**src/rtl/nsm_pkg.sv**
```systemverilog
// Package: shared geometry of the nibble-sliced sample memory.
// Assumes five slice rows of four bits and four butterfly operand columns.
package nsm_pkg;
    localparam int NIB_W  = 4;
    localparam int ROWS   = 5;
    localparam int COLS   = 4;
    localparam int BUS_W  = NIB_W * COLS;
    localparam int ROW_W  = $clog2(ROWS);
    localparam int MIN_ROWS = 2;

    typedef logic [1:0] wl_code_t;
endpackage

```
**src/rtl/nsm_pwr_dec.sv**
```systemverilog
// Module: nsm_pwr_dec
// Turns the active word-length code into per-row power enables.
// Row r is enabled when it is one of the top (code + MIN_ROWS) rows.
// Assumes ROWS - MIN_ROWS + 1 word-length codes.
module nsm_pwr_dec
    import nsm_pkg::*;
(
    input  wl_code_t          wl_code,
    output logic [ROWS-1:0]   row_en
);
    // One comparator per row: enabled when the row is within the active range
    for (genvar r = 0; r < ROWS; r++) begin : g_row
        assign row_en[r] = ((r + int'(wl_code)) >= (ROWS - MIN_ROWS));
    end
endmodule

```
**src/rtl/nsm_bank.sv**
```systemverilog
// Module: nsm_bank
// One nibble-wide bank with a live bit per word.
// Powering the bank down clears every live bit, which models the loss of
// content. A word that is not live reads as zero. Writes apply only while
// the bank is powered. Reading is combinational from the address.
module nsm_bank #(
    parameter int DEPTH = 16,
    parameter int AW    = $clog2(DEPTH),
    parameter int W     = 4
) (
    input  logic          clk,
    input  logic          rst_n,
    input  logic          pwr_en,
    input  logic          we,
    input  logic [AW-1:0] addr,
    input  logic [W-1:0]  wnib,
    output logic [W-1:0]  rnib
);
    logic [W-1:0]     cells [DEPTH];
    logic [DEPTH-1:0] live;

    // Storage array: written only while powered
    always_ff @(posedge clk) begin
        if (we && pwr_en) cells[addr] <= wnib;
    end

    // Live bits: cleared by reset and by power-down, set by a write
    always_ff @(posedge clk) begin
        if (!rst_n)      live <= '0;
        else if (!pwr_en) live <= '0;
        else if (we)      live[addr] <= 1'b1;
    end

    assign rnib = (pwr_en && live[addr]) ? cells[addr] : '0;
endmodule

```
**src/rtl/nsm_burst_ctrl.sv**
```systemverilog
// Module: nsm_burst_ctrl
// Accepts a read or write strobe while idle (write wins when both are high)
// and steps through the rows from the top row downward, one per cycle. It
// also holds the active word-length code. That code is reloaded only in
// cycles without an access, so it stays fixed for a whole burst. The strobe
// cycle itself is beat 0.
module nsm_burst_ctrl
    import nsm_pkg::*;
#(
    parameter int AW = 4
) (
    input  logic             clk,
    input  logic             rst_n,
    input  logic             rd_req,
    input  logic             wr_req,
    input  logic [AW-1:0]    addr,
    input  wl_code_t         wl_sel,
    output wl_code_t         wl_q,
    output logic             act,
    output logic             cur_wr,
    output logic [ROW_W-1:0] cur_row,
    output logic [AW-1:0]    cur_addr,
    output logic             last_beat,
    output logic             busy
);
    logic             busy_q;
    logic [ROW_W-1:0] beat_q;
    logic [ROW_W-1:0] rows_q;
    logic             op_wr_q;
    logic [AW-1:0]    addr_q;
    logic             accept;
    logic [ROW_W-1:0] cur_beat;
    logic [ROW_W-1:0] cur_rows;

    // Current-beat view: taken from the strobe in beat 0, from latched state after that
    always_comb begin
        accept    = !busy_q && (rd_req || wr_req);
        act       = busy_q || accept;
        cur_beat  = busy_q ? beat_q : '0;
        cur_rows  = busy_q ? rows_q : ROW_W'(wl_q) + ROW_W'(MIN_ROWS);
        cur_wr    = busy_q ? op_wr_q : wr_req;
        cur_addr  = busy_q ? addr_q : addr;
        cur_row   = ROW_W'(ROWS - 1) - cur_beat;
        last_beat = act && (cur_beat == cur_rows - ROW_W'(1));
    end

    // Burst state and word-length register
    always_ff @(posedge clk) begin
        if (!rst_n) begin
            busy_q  <= 1'b0;
            beat_q  <= '0;
            rows_q  <= '0;
            op_wr_q <= 1'b0;
            addr_q  <= '0;
            wl_q    <= 2'b11;
        end else begin
            busy_q <= act && !last_beat;
            beat_q <= (act && !last_beat) ? cur_beat + ROW_W'(1) : '0;
            if (accept) begin
                rows_q  <= cur_rows;
                op_wr_q <= wr_req;
                addr_q  <= addr;
            end
            if (!act) wl_q <= wl_sel;
        end
    end

    assign busy = busy_q;
endmodule

```
**src/rtl/nibble_sample_mem.sv**
```systemverilog
// Module: nibble_sample_mem (top)
// Sample memory for a radix-4 FFT engine, organised as a grid of nibble
// banks: ROWS slice rows by COLS operand columns. Each burst moves one
// butterfly's four operands, one row per cycle, starting at the top row.
// The active word-length sets how many rows take part and which rows stay
// powered. Assumes PTS is a multiple of 4.
module nibble_sample_mem
    import nsm_pkg::*;
#(
    parameter int PTS   = 64,
    localparam int DEPTH = PTS / 4,
    localparam int AW    = $clog2(DEPTH)
) (
    input  logic             clk,
    input  logic             rst_n,
    input  logic [1:0]       wl_sel,
    input  logic [AW-1:0]    addr,
    input  logic             rd_req,
    input  logic             wr_req,
    input  logic [BUS_W-1:0] wdata,
    output logic [BUS_W-1:0] rdata,
    output logic             rvalid,
    output logic             done,
    output logic [ROWS-1:0]  row_pwr_en
);
    wl_code_t         wl_q;
    logic             act;
    logic             cur_wr;
    logic [ROW_W-1:0] cur_row;
    logic [AW-1:0]    cur_addr;
    logic             last_beat;
    logic             busy;
    logic [BUS_W-1:0] row_bus [ROWS];
    logic [BUS_W-1:0] sel_bus;

    nsm_burst_ctrl #(.AW(AW)) u_ctrl (
        .clk       (clk),
        .rst_n     (rst_n),
        .rd_req    (rd_req),
        .wr_req    (wr_req),
        .addr      (addr),
        .wl_sel    (wl_sel),
        .wl_q      (wl_q),
        .act       (act),
        .cur_wr    (cur_wr),
        .cur_row   (cur_row),
        .cur_addr  (cur_addr),
        .last_beat (last_beat),
        .busy      (busy)
    );

    nsm_pwr_dec u_pwr (
        .wl_code (wl_q),
        .row_en  (row_pwr_en)
    );

    // Bank grid: one bank per (row, operand column)
    for (genvar r = 0; r < ROWS; r++) begin : g_r
        logic row_we;
        assign row_we = act && cur_wr && (cur_row == ROW_W'(r));
        for (genvar c = 0; c < COLS; c++) begin : g_c
            nsm_bank #(.DEPTH(DEPTH), .AW(AW), .W(NIB_W)) u_bank (
                .clk    (clk),
                .rst_n  (rst_n),
                .pwr_en (row_pwr_en[r]),
                .we     (row_we),
                .addr   (cur_addr),
                .wnib   (wdata[c*NIB_W +: NIB_W]),
                .rnib   (row_bus[r][c*NIB_W +: NIB_W])
            );
        end
    end

    // Row select: pick the bus word of the row being accessed
    always_comb begin
        sel_bus = '0;
        for (int r = 0; r < ROWS; r++) begin
            if (cur_row == ROW_W'(r)) sel_bus = row_bus[r];
        end
    end

    // Output stage: read beat data, valid flag and end-of-burst pulse
    always_ff @(posedge clk) begin
        if (!rst_n) begin
            rdata  <= '0;
            rvalid <= 1'b0;
            done   <= 1'b0;
        end else begin
            rdata  <= (act && !cur_wr) ? sel_bus : '0;
            rvalid <= act && !cur_wr;
            done   <= last_beat;
        end
    end
endmodule

```
**config.mk**
```make
export PLATFORM = sky130hd
export DESIGN_NAME = nibble_sample_mem
export DESIGN_NICKNAME = d
export VERILOG_FILES = /design/src/rtl/nsm_pkg.sv /design/src/rtl/nsm_pwr_dec.sv /design/src/rtl/nsm_bank.sv /design/src/rtl/nsm_burst_ctrl.sv /design/src/rtl/nibble_sample_mem.sv
export SDC_FILE = /design/constraint.sdc
export NUM_CORES = 2
export LEC_CHECK = 0
export BUFFER_PORTS_ARGS = -buffer_cell sky130_fd_sc_hd__buf_2
export CORE_MARGIN = 4
export CORE_UTILIZATION = 30
export CTS_BUF_LIST = sky130_fd_sc_hd__clkbuf_4
export CTS_CLUSTER_SIZE = 12
export DETAILED_ROUTE_END_ITERATION = 8
export GPL_ROUTABILITY_DRIVEN = 1
export SLEW_MARGIN = 20
export SYNTH_ARGS = -nofsm -noshare
export SYNTH_HDL_FRONTEND = slang
export SYNTH_SLANG_ARGS = --single-unit
export TNS_END_PERCENT = 100
```
**constraint.sdc**
```tcl
create_clock -name clk -period 4.6 [get_ports clk]
set_clock_uncertainty 0.05 [all_clocks]
set_input_delay 0.23 -clock clk [delete_from_list [all_inputs] [get_ports clk]]
set_output_delay 0.23 -clock clk [all_outputs]
set_load 0.02 [all_outputs]
```
==> results by group <==
Run status
  – Status: finished clean

Drt
  – 1st-iter DRT viols: 4818
  – DRC: 0
  – WL/cell: 22.6 microns
  – Routed WL: 199000 microns
  – Antenna Nets Post-Route: 0
  – Pre-antenna DRT Iters: 6
  – DR vias: 45200
  – Post-DR vias/cell: 5.14

Synthesis
  – Post-synth EDFFs: 1280
  – Post-synth top area share: 0.594
  – FF+latch count, synth: 1632
  – Synth Area in Compound Gates: 0.0729
  – Cell variety after synth: 62
  – Fraction of synthesized area in multiplexers: 0.0350
  – Post-synth ARST share: 0
  – Yosys warns: 0
  – Adder-Cell Fraction of Synth Area: 0.00155
  – Post-synthesis xor/xnor area fraction: 0.000541
  – Simple-gate share of the synthesized area: 0.160
  – Register area share after synthesis: 0.703
  – Top post-synthesis cells by area: edfxtp_1, dfxtp_1, nand2_1
  – Largest family of logic cells by synthesized area: simple AND/OR/NAND/NOR gates
  – Synthesized area per cell: 12.4 sq um
  – Synthesized instance count: 5234
  – Synth Flop Type: edfxtp_1
  – Yosys top cell by area: edfxtp_1
  – Cell Area, Synth: 64700 sq um

Timing
  – Total negative setup slack: 0 ps
  – F_max: 235 MHz
  – Final Cycle Share: 0.925
  – Max-slew headroom: 0.218
  – Max-slew violations: 0
  – Fin worst setup slack: 344 ps
  – WHS: 119 ps
  – Worst slew pin tran: 1170 ps
  – Hold Violations, Final: 0
  – Unrepaired setup endpoints after global routing: false
  – Period minus WS final: 4260 ps
  – # setup viols final: 0

Clocking
  – Root Driver: clkbuf_4
  – Number of CTS-inserted buffers: 431
  – Clk_lat worst skew: 1330 ps
  – CTS resizes: 0
  – CTS tree: built
  – Worst-path clk slew: 70 ps
  – Hold buffers post-CTS: 70
  – Clock sinks: 1632
  – Number of post-CTS setup repair buffers: 0
  – H-tree depth: 5
  – Max clock buf depth: 4

Power
  – VDD IR-drop max: 0.268 mV
  – P_sw: 0.0107 W
  – Internal power: 0.0247 W
  – Leak: 26.7 nW
  – Sw Share: 0.302
  – Gate power share: 0.189
  – Pwr/cell area: 469 nW/um^2
  – Part of the power in registers: 0.455
  – Clock share of power: 0.356

Critical path
  – Critical path's largest stage delay: 1020 ps
  – Buf/Inv on CP: 3
  – CP Launch Type: register
  – Crit. End Element: register
  – Arr. time, crit path: 5450 ps
  – Critical-path top delay cell: a2111oi_0
  – Top Family by Delay on Critical Path: compound AO/OA/AOI/OAI gates
  – CP max FO: 37
  – Worst path required time: 5790 ps
  – Crit path cell chain: buf_4, mux2i_4, buf_4, buf_12, nand2_1, and3_1, a311oi_1, a31oi_1, a2111oi_0, a21oi_1, a31oi_1
  – Kind of critical path: register to register

Global routing
  – Grt total ovfl: 0
  – Initial antenna violation count: 12
  – Largest net degree at the start of global routing: 105
  – Vias in the first global route: 43200
  – Total GRT Usage: 0.174
  – First-pass GRT wire length: 292000 microns

Placed design
  – DP Cell Count: 7982
  – Placer congestion estimate: 0.868
  – Dpl ws: 484 ps
  – DP HPWL: 115000 microns
  – # port buffers: 46
  – Dpl cell area: 69200 sq um

Finish
  – Fraction of layout cells with a size suffix above 1: 0.182
  – Final instance area: 75400 sq um
  – Seq. cell area: 45500 sq um
  – Multi-input gate area: 17800 sq um
  – Area grow syn2layout: 16.5%
  – Fill count: 20900
  – Non-Filler Instances: 8807
  – Nets: 5681

Flow run
  – Max_cap viols: 0

Die
  – Core Box Area: 215000 sq um
  – Die Height: 472 microns
  – Die area: 223000 sq um
  – Initial Util: 0.302
  – I/O pins: 49
  – Num rows: 170
  – Die X: 472 microns

Min path
  – Hold Crit Class: input port to register
-- power groups by stage --
stage / combinational [W] / sequential [W] / clock (W)
2_1_floorplan: 0.00387 / 0.0164 / 0
3_3_place_gp: 0.00653 / 0.0164 / 0
3_5_place_dp: 0.00653 / 0.0164 / 0
4_1_cts: 0.00664 / 0.0161 / 0.0129
5_1_grt: 0.00712 / 0.0161 / 0.0137
6_report: 0.00669 / 0.0161 / 0.0126
-- cells in the mapped netlist, types with 31 or more instances --
cell      count
a31oi_1      60
mux2i_1     146
mux4_2       31
edfxtp_1   1280
nor2_1      105
clkbuf_1    133
and3_1       90
nand3_1     718
nand2_1    1406
buf_1        32
o21a_1      322
a311oi_1    112
a21oi_1      53
buf_2       169
nor3_1       42
dfxtp_1     352
-- flip-flops by register name, indices dropped and copies added (netlist names) --
register              cells
u_ctrl.wl_q               2
u_ctrl.busy               1
g_r.g_c.u_bank.cells   1280
done                      1
rvalid                    1
u_ctrl.beat_q             3
u_ctrl.rows_q             3
g_r.g_c.u_bank.live     320
u_ctrl.op_wr_q            1
u_ctrl.addr_q             4
rdata                    16
-- cell families after synthesis --
group,Yosys count
and+or+nand+nor,2413
adders and majority gates,8
buffers and inverters,369
other,1
AOI/OAI and AO/OA,622
xor gates and xnor gates,4
muxes,185
DFF,1632
-- layout by cell type, fill, tap and decap left out, drive strengths merged, types with 10 or more instances in the layout --
cell         instances
edfxtp            1280
clkinv              62
nor3                42
o21a               322
nand2             1406
mux2i              147
dlygate4sd3         67
dfxtp              352
nand3              718
clkbuf             676
a311oi             112
a21oi               53
and2                22
a31oi               60
and3                90
mux4                31
a22oi               10
inv                 11
buf                274
a2111oi             12
diode               10
nor2               105
-- final cells by class --
type	instances	area share
Clock buffer	676	0.0673
Sequential cell	1632	0.603
Timing Repair Buffer	341	0.0404
Multi-Input combinational cell	3234	0.237
Antenna cell	10	0.000332
Tap cell	2838	0.0471
Clock inverter	69	0.00463
Inverter	7	0.000348
-- path summary, 6_finish.rpt --
check,depth (start not counted),slack (ps),startpoint,end
setup / recovery,11,340,u_ctrl.busy,rdata[2]
hold / removal,2,120,wdata[7],g_r[2].g_c[1].u_bank.cells[14][3]
setup reg to reg,11,340,u_ctrl.busy,rdata[2]
hold reg to reg,1,410,g_r[3].g_c[0].u_bank.live[3],g_r[3].g_c[0].u_bank.live[3]
-- metrics by stage --
step,power (W),utilization
after floorplan,0.0203,-
after global placement,0.0230,0.322
after detailed placement,0.0230,0.322
after CTS,0.0356,0.351
after global routing,0.0370,0.351
final,0.0354,0.351
-- layer usage --
| metal | GRT usage | part of all wire | up-vias |
|---|---|---|---|
| met5 | 0 | 0.000065 | - |
| met4 | 0.0745 | 0.040 | 2 |
| met3 | 0.0370 | 0.091 | 434 |
| met2 | 0.276 | 0.46 | 2243 |
| met1 | 0.232 | 0.41 | 22400 |
| li1 | - | - | 20200 |
(Power assumes the default switching activity.)
